<file path="config.mk">
export PLATFORM = sky130hd
export DESIGN_NAME = lp_idle_ctrl
export DESIGN_NICKNAME = d
export VERILOG_FILES = /design/src/rtl/lp_idle_pkg.sv /design/src/rtl/lp_idle_fsm.sv /design/src/rtl/lp_idle_gates.sv /design/src/rtl/lp_idle_ctrl.sv
export SDC_FILE = /design/constraint.sdc
export NUM_CORES = 1
export LEC_CHECK = 0
export BUFFER_PORTS_ARGS = -buffer_cell sky130_fd_sc_hd__buf_2
export CELL_PAD_IN_SITES_DETAIL_PLACEMENT = 0
export CELL_PAD_IN_SITES_GLOBAL_PLACEMENT = 2
export CORE_ASPECT_RATIO = 0.75
export CORE_MARGIN = 8
export CORE_UTILIZATION = 12
export CTS_CLUSTER_SIZE = 40
export DETAILED_ROUTE_END_ITERATION = 12
export MAX_ROUTING_LAYER = met4
export PLACE_DENSITY = 0.82
export SKIP_CTS_REPAIR_TIMING = 1
export SLEW_MARGIN = 20
export SYNTH_ARGS = -nofsm -noshare
export SYNTH_HDL_FRONTEND = slang
export SYNTH_SLANG_ARGS = --single-unit
export TNS_END_PERCENT = 20
</file>
<file path="constraint.sdc">
create_clock -name clk -period 1.42 [get_ports clk]
set_input_delay 0.142 -clock clk [delete_from_list [all_inputs] [get_ports clk]]
set_output_delay 0.142 -clock clk [all_outputs]
set_load 0.01 [all_outputs]
</file>
<file path="src/rtl/lp_idle_pkg.sv">
package lp_idle_pkg;

  localparam int SEL_W = 2;

  // count-clock selector codes shared by timer and watchdog
  localparam logic [SEL_W-1:0] SEL_MAIN     = 2'd0;
  localparam logic [SEL_W-1:0] SEL_RING     = 2'd1;
  localparam logic [SEL_W-1:0] SEL_SUB      = 2'd2;
  localparam logic [SEL_W-1:0] SEL_MAIN_ALT = 2'd3;

  typedef enum logic {ST_RUN = 1'b0, ST_IDLE = 1'b1} idle_state_e;

  typedef struct packed {
    logic gateOff;    // idle state active
    logic wakeStb;    // wake event accepted this cycle
    logic branchStb;  // resume code to latch with the wake
  } idle_ctrl_t;

  function automatic logic selSurvivesIdle(input logic [SEL_W-1:0] sel);
    return (sel == SEL_RING) || (sel == SEL_SUB);
  endfunction

endpackage

</file>
<file path="src/rtl/lp_idle_fsm.sv">
module lp_idle_fsm
  import lp_idle_pkg::*;
(
  input  logic       clk,
  input  logic       rstN,
  input  logic       idleReq,
  input  logic       nmi,
  input  logic       irqReq,
  input  logic       intEnable,
  output idle_ctrl_t ctrl
);

  idle_state_e state, stateNext;
  logic wakeEvt;
  logic branchSel;

  assign wakeEvt   = nmi | irqReq;
  // a non-maskable request always branches; a maskable one only when enabled
  assign branchSel = nmi | (irqReq & intEnable);

  always_comb begin
    stateNext = state;
    unique case (state)
      ST_RUN:  if (idleReq) stateNext = ST_IDLE;
      ST_IDLE: if (wakeEvt) stateNext = ST_RUN;
      default: stateNext = ST_RUN;
    endcase
  end

  always_ff @(posedge clk or negedge rstN) begin
    if (!rstN) state <= ST_RUN;
    else       state <= stateNext;
  end

  always_comb begin
    ctrl.gateOff   = (state == ST_IDLE);
    ctrl.wakeStb   = (state == ST_IDLE) && wakeEvt;
    ctrl.branchStb = branchSel;
  end

endmodule

</file>
<file path="src/rtl/lp_idle_gates.sv">
module lp_idle_gates
  import lp_idle_pkg::*;
#(
  parameter int NUM_CSI  = 5,
  parameter int NUM_UART = 3
) (
  input  logic                 clk,
  input  logic                 rstN,
  input  idle_ctrl_t           ctrl,
  input  logic                 mainClkRun,
  input  logic                 pllOnCfg,
  input  logic                 mainStopReq,
  input  logic [SEL_W-1:0]     tmrClkSel,
  input  logic                 watchClkSub,
  input  logic [SEL_W-1:0]     wdtClkSel,
  input  logic [NUM_CSI-1:0]   csiExtClk,
  input  logic                 uart0ExtClk,
  output logic                 clkEnCpu,
  output logic                 clkEnDma,
  output logic                 clkEnIntc,
  output logic                 clkEnAux,
  output logic                 clkEnTmr,
  output logic                 clkEnWatch,
  output logic                 clkEnWdt,
  output logic [NUM_CSI-1:0]   clkEnCsi,
  output logic [NUM_UART-1:0]  clkEnUart,
  output logic                 clkEnKey,
  output logic                 portHold,
  output logic                 subOscEn,
  output logic                 ringOscEn,
  output logic                 pllEn,
  output logic                 mainStopAck,
  output logic                 wakeValid,
  output logic                 wakeBranch
);

  logic running;
  assign running = ~ctrl.gateOff;

  // core clocks: no exception while idle
  assign clkEnCpu  = running;
  assign clkEnDma  = running;
  assign clkEnIntc = running;
  assign clkEnAux  = running;

  // selection-dependent clocks
  assign clkEnTmr   = running | selSurvivesIdle(tmrClkSel);
  assign clkEnWatch = running | watchClkSub;
  assign clkEnWdt   = running | selSurvivesIdle(wdtClkSel);

  for (genvar i = 0; i < NUM_CSI; i++) begin : g_csi
    assign clkEnCsi[i] = running | csiExtClk[i];
  end

  for (genvar j = 0; j < NUM_UART; j++) begin : g_uart
    if (j == 0) begin : g_ext
      assign clkEnUart[j] = running | uart0ExtClk;
    end else begin : g_int
      assign clkEnUart[j] = running;
    end
  end

  assign clkEnKey  = 1'b1;
  assign portHold  = ctrl.gateOff;
  assign subOscEn  = 1'b1;
  assign ringOscEn = 1'b1;

  assign pllEn       = pllOnCfg & (running | mainClkRun);
  assign mainStopAck = mainStopReq & ~pllOnCfg;

  always_ff @(posedge clk or negedge rstN) begin
    if (!rstN) begin
      wakeValid  <= 1'b0;
      wakeBranch <= 1'b0;
    end else begin
      wakeValid <= ctrl.wakeStb;
      if (ctrl.wakeStb) wakeBranch <= ctrl.branchStb;
    end
  end

endmodule

</file>
<file path="src/rtl/lp_idle_ctrl.sv">
module lp_idle_ctrl
  import lp_idle_pkg::*;
#(
  parameter int NUM_CSI  = 5,
  parameter int NUM_UART = 3
) (
  input  logic                 clk,
  input  logic                 rstN,
  input  logic                 idleReq,
  input  logic                 nmi,
  input  logic                 irqReq,
  input  logic                 intEnable,
  input  logic                 mainClkRun,
  input  logic                 pllOnCfg,
  input  logic                 mainStopReq,
  input  logic [1:0]           tmrClkSel,
  input  logic                 watchClkSub,
  input  logic [1:0]           wdtClkSel,
  input  logic [NUM_CSI-1:0]   csiExtClk,
  input  logic                 uart0ExtClk,
  output logic                 idleOn,
  output logic                 clkEnCpu,
  output logic                 clkEnDma,
  output logic                 clkEnIntc,
  output logic                 clkEnAux,
  output logic                 clkEnTmr,
  output logic                 clkEnWatch,
  output logic                 clkEnWdt,
  output logic [NUM_CSI-1:0]   clkEnCsi,
  output logic [NUM_UART-1:0]  clkEnUart,
  output logic                 clkEnKey,
  output logic                 portHold,
  output logic                 subOscEn,
  output logic                 ringOscEn,
  output logic                 pllEn,
  output logic                 mainStopAck,
  output logic                 wakeValid,
  output logic                 wakeBranch
);

  idle_ctrl_t ctrl;

  lp_idle_fsm u_fsm (
    .clk       (clk),
    .rstN      (rstN),
    .idleReq   (idleReq),
    .nmi       (nmi),
    .irqReq    (irqReq),
    .intEnable (intEnable),
    .ctrl      (ctrl)
  );

  lp_idle_gates #(.NUM_CSI(NUM_CSI), .NUM_UART(NUM_UART)) u_gates (
    .clk         (clk),
    .rstN        (rstN),
    .ctrl        (ctrl),
    .mainClkRun  (mainClkRun),
    .pllOnCfg    (pllOnCfg),
    .mainStopReq (mainStopReq),
    .tmrClkSel   (tmrClkSel),
    .watchClkSub (watchClkSub),
    .wdtClkSel   (wdtClkSel),
    .csiExtClk   (csiExtClk),
    .uart0ExtClk (uart0ExtClk),
    .clkEnCpu    (clkEnCpu),
    .clkEnDma    (clkEnDma),
    .clkEnIntc   (clkEnIntc),
    .clkEnAux    (clkEnAux),
    .clkEnTmr    (clkEnTmr),
    .clkEnWatch  (clkEnWatch),
    .clkEnWdt    (clkEnWdt),
    .clkEnCsi    (clkEnCsi),
    .clkEnUart   (clkEnUart),
    .clkEnKey    (clkEnKey),
    .portHold    (portHold),
    .subOscEn    (subOscEn),
    .ringOscEn   (ringOscEn),
    .pllEn       (pllEn),
    .mainStopAck (mainStopAck),
    .wakeValid   (wakeValid),
    .wakeBranch  (wakeBranch)
  );

  assign idleOn = ctrl.gateOff;

endmodule

</file>
==> metrics.txt <==
worst reg2reg setup slack=550 ps; Clock Latency Late Sink=230 ps; Worst Path Arrival=1060 ps; Synth Instances=35; ys async rst share=1.00; max-slew violations=0; Worst R2R Start=u_fsm.state; drt first pass iters=4; Final HPWL DP=1070 µm; Final Non-Filler Cells=107; area grow syn2layout=72.6%; Cell Area, Synth=297 µm²; utilization after layout=0.220; RSZ-0062 raised after global routing=no; GR peak layer=met2; hold path start=idleReq; DP Area=475 µm²; FF+latch count, synth=3; ys flop type=dfrtp_1; Critical-path top delay cell=dfrtp_1; DRT iter0 DRCs=6; Worst Path Max Fanout=8; P per Cell Area=833 nW/µm²; core box area=2330 µm²; VDD IR max=190 µV; CTS max path bufs=2; largest stage delay on the critical path=390 ps; Area contributors post-synth=dfrtp_1, buf_4, nand2b_1; Routed WL=1220 µm; io pins=44; crit path setup slack, layout=217 ps; EDFF count, synth=0; CTS tree=built; htree depth=1; Avg WL per Cell=11.4 µm; Seq/Total Area, Yosys=0.253; GRT Total Usage=0.0516; DRC Markers=0; worst hold path class=in2reg; setup TNS=0 ps; Final GP Congestion=0.679; FMAX=0.831 GHz; Final Setup Violations=0; r2r worst-path depth=3; Final Cell Area=512 µm²; kind of critical path=reg2out; final antenna-violating net count=0; Synth warnings=0; CTS root buffer=clkbuf_4; Static Leak=0.264 nW; Final Power=426 µW; Core Rows=15; first-pass GRT wire length=1640 µm; Synth top cells by count=buf_4, nand2b_1, dfrtp_1; Port-buffer cells=40; top-count cell post-synth=buf_4; Worst Clk Skew=2.29 ps; largest net degree at the start of global routing=13; Fin. Hold Viols=0; critical-path cell list=inv_1, o21a_1, buf_2; via count=346; initial antenna violation count=0; Post-Place Worst Slack=469 ps; number of global-route vias before repair=362; Final min period=1200 ps; crit start category=flop; Clock transition at path regs=40 ps; number of diodes=0; post-synth top area share=0.253; worst r2r dst=u_gates.wakeBranch; Die Height=59.1 µm; WP data required=1280 ps; Mean Syn Cell Area=8.47 µm²; area of the multi-input gates=146 µm²; post-DR vias/cell=3.23; share of post-route cells with drive strength above 1=0.658; CTS buffer count=3; die area=4330 µm²; GRT overflow=0; Tcrit/Tclk final=0.847; DP Cell Count=102; GR met3 Demand/Resource=0.0236; max_cap viols=0; filler instances=276; Synth area leader=dfrtp_1; initial core utilization=0.127; GRT met2 Usage=0.102; hold depth=2; Critical Path End Type=primary output; register area=75.1 µm²; clock tree sinks=3; Hold Path End=u_fsm.state; Die Wd=73.4 µm; status=completed; Hold Worst Slack=144 ps; M1 GR Usage=0.0327; Layout Nets=94; number of library cell types mapped by synthesis=16
-- registers in the layout, indices dropped and copies added (netlist names) --
signal / flops
u_gates.wakeValid: 1
u_fsm.state: 1
u_gates.wakeBranch: 1
-- per-layer routing --
| layer | part of all wire | vias to the layer above |
|---|---|---|
| li1 | - | 172 |
| met1 | 0.30 | 161 |
| met2 | 0.60 | 11 |
| met3 | 0.076 | 2 |
| met4 | 0.016 | 0 |
| met5 | 0 | - |
-- cell families (layout without fill, tap and decap cells) --
group | Yosys count | after routing | synth area share
flip-flops | 3 | 3 | 0.253
XOR/XNOR | 2 | 2 | 0.0591
buffers and inverters | 11 | 47 | 0.278
AND/OR/NAND/NOR | 16 | 16 | 0.333
AO/OA/AOI/OAI | 1 | 1 | 0.0253
multiplexers | 1 | 1 | 0.0380
other | 1 | 3 | 0.0126
-- worst max-delay path, delay by kind of cell, from the launching register on --
kind | cells | cell delay (ps)
AOI/OAI and AO/OA | 1 | 150
DFF | 1 | 390
buffers and inverters | 2 | 300
-- report_power, final --
part	internal (mW)	switching, mW
Clock	0.105	0.0400
Sequential	0.0972	0.00829
Combinational	0.0831	0.0925
-- area by class of cell --
type	instances	area share
repair buffers	42	0.425
clock buffers	4	0.0513
flip-flops and latches	3	0.147
well taps	34	0.0831
multi-input cells	23	0.286
inverters	1	0.00733
-- how the worst max path moves through the flow --
| stage | start | to | depth (start not counted) | slack [ps] |
|---|---|---|---|---|
| after detailed placement | u_fsm.state | pllEn | 3 | 470 |
| after CTS | u_fsm.state | pllEn | 3 | 210 |
| final | u_fsm.state | pllEn | 3 | 220 |
| after global routing | u_fsm.state | pllEn | 3 | 160 |
| after global placement | u_fsm.state | pllEn | 3 | 490 |
| after floorplan | u_fsm.state | pllEn | 2 | 410 |
-- layout by cell type, fill, tap and decap left out --
cell type and instances:
inv_1 1, nor2_2 1, xnor2_1 2, nor3_1 1, nor2b_1 1, clkbuf_4 3, o21a_1 1, conb_1 3
nor3_2 1, dfrtp_1 3, dlygate4sd3_1 1, and4bb_2 1, nor2_1 2, nand2b_1 7, nand2_1 2, mux2_2 1
buf_2 40, buf_4 1, clkbuf_1 1
No activity file was read; power rests on OpenSTA's default activity.
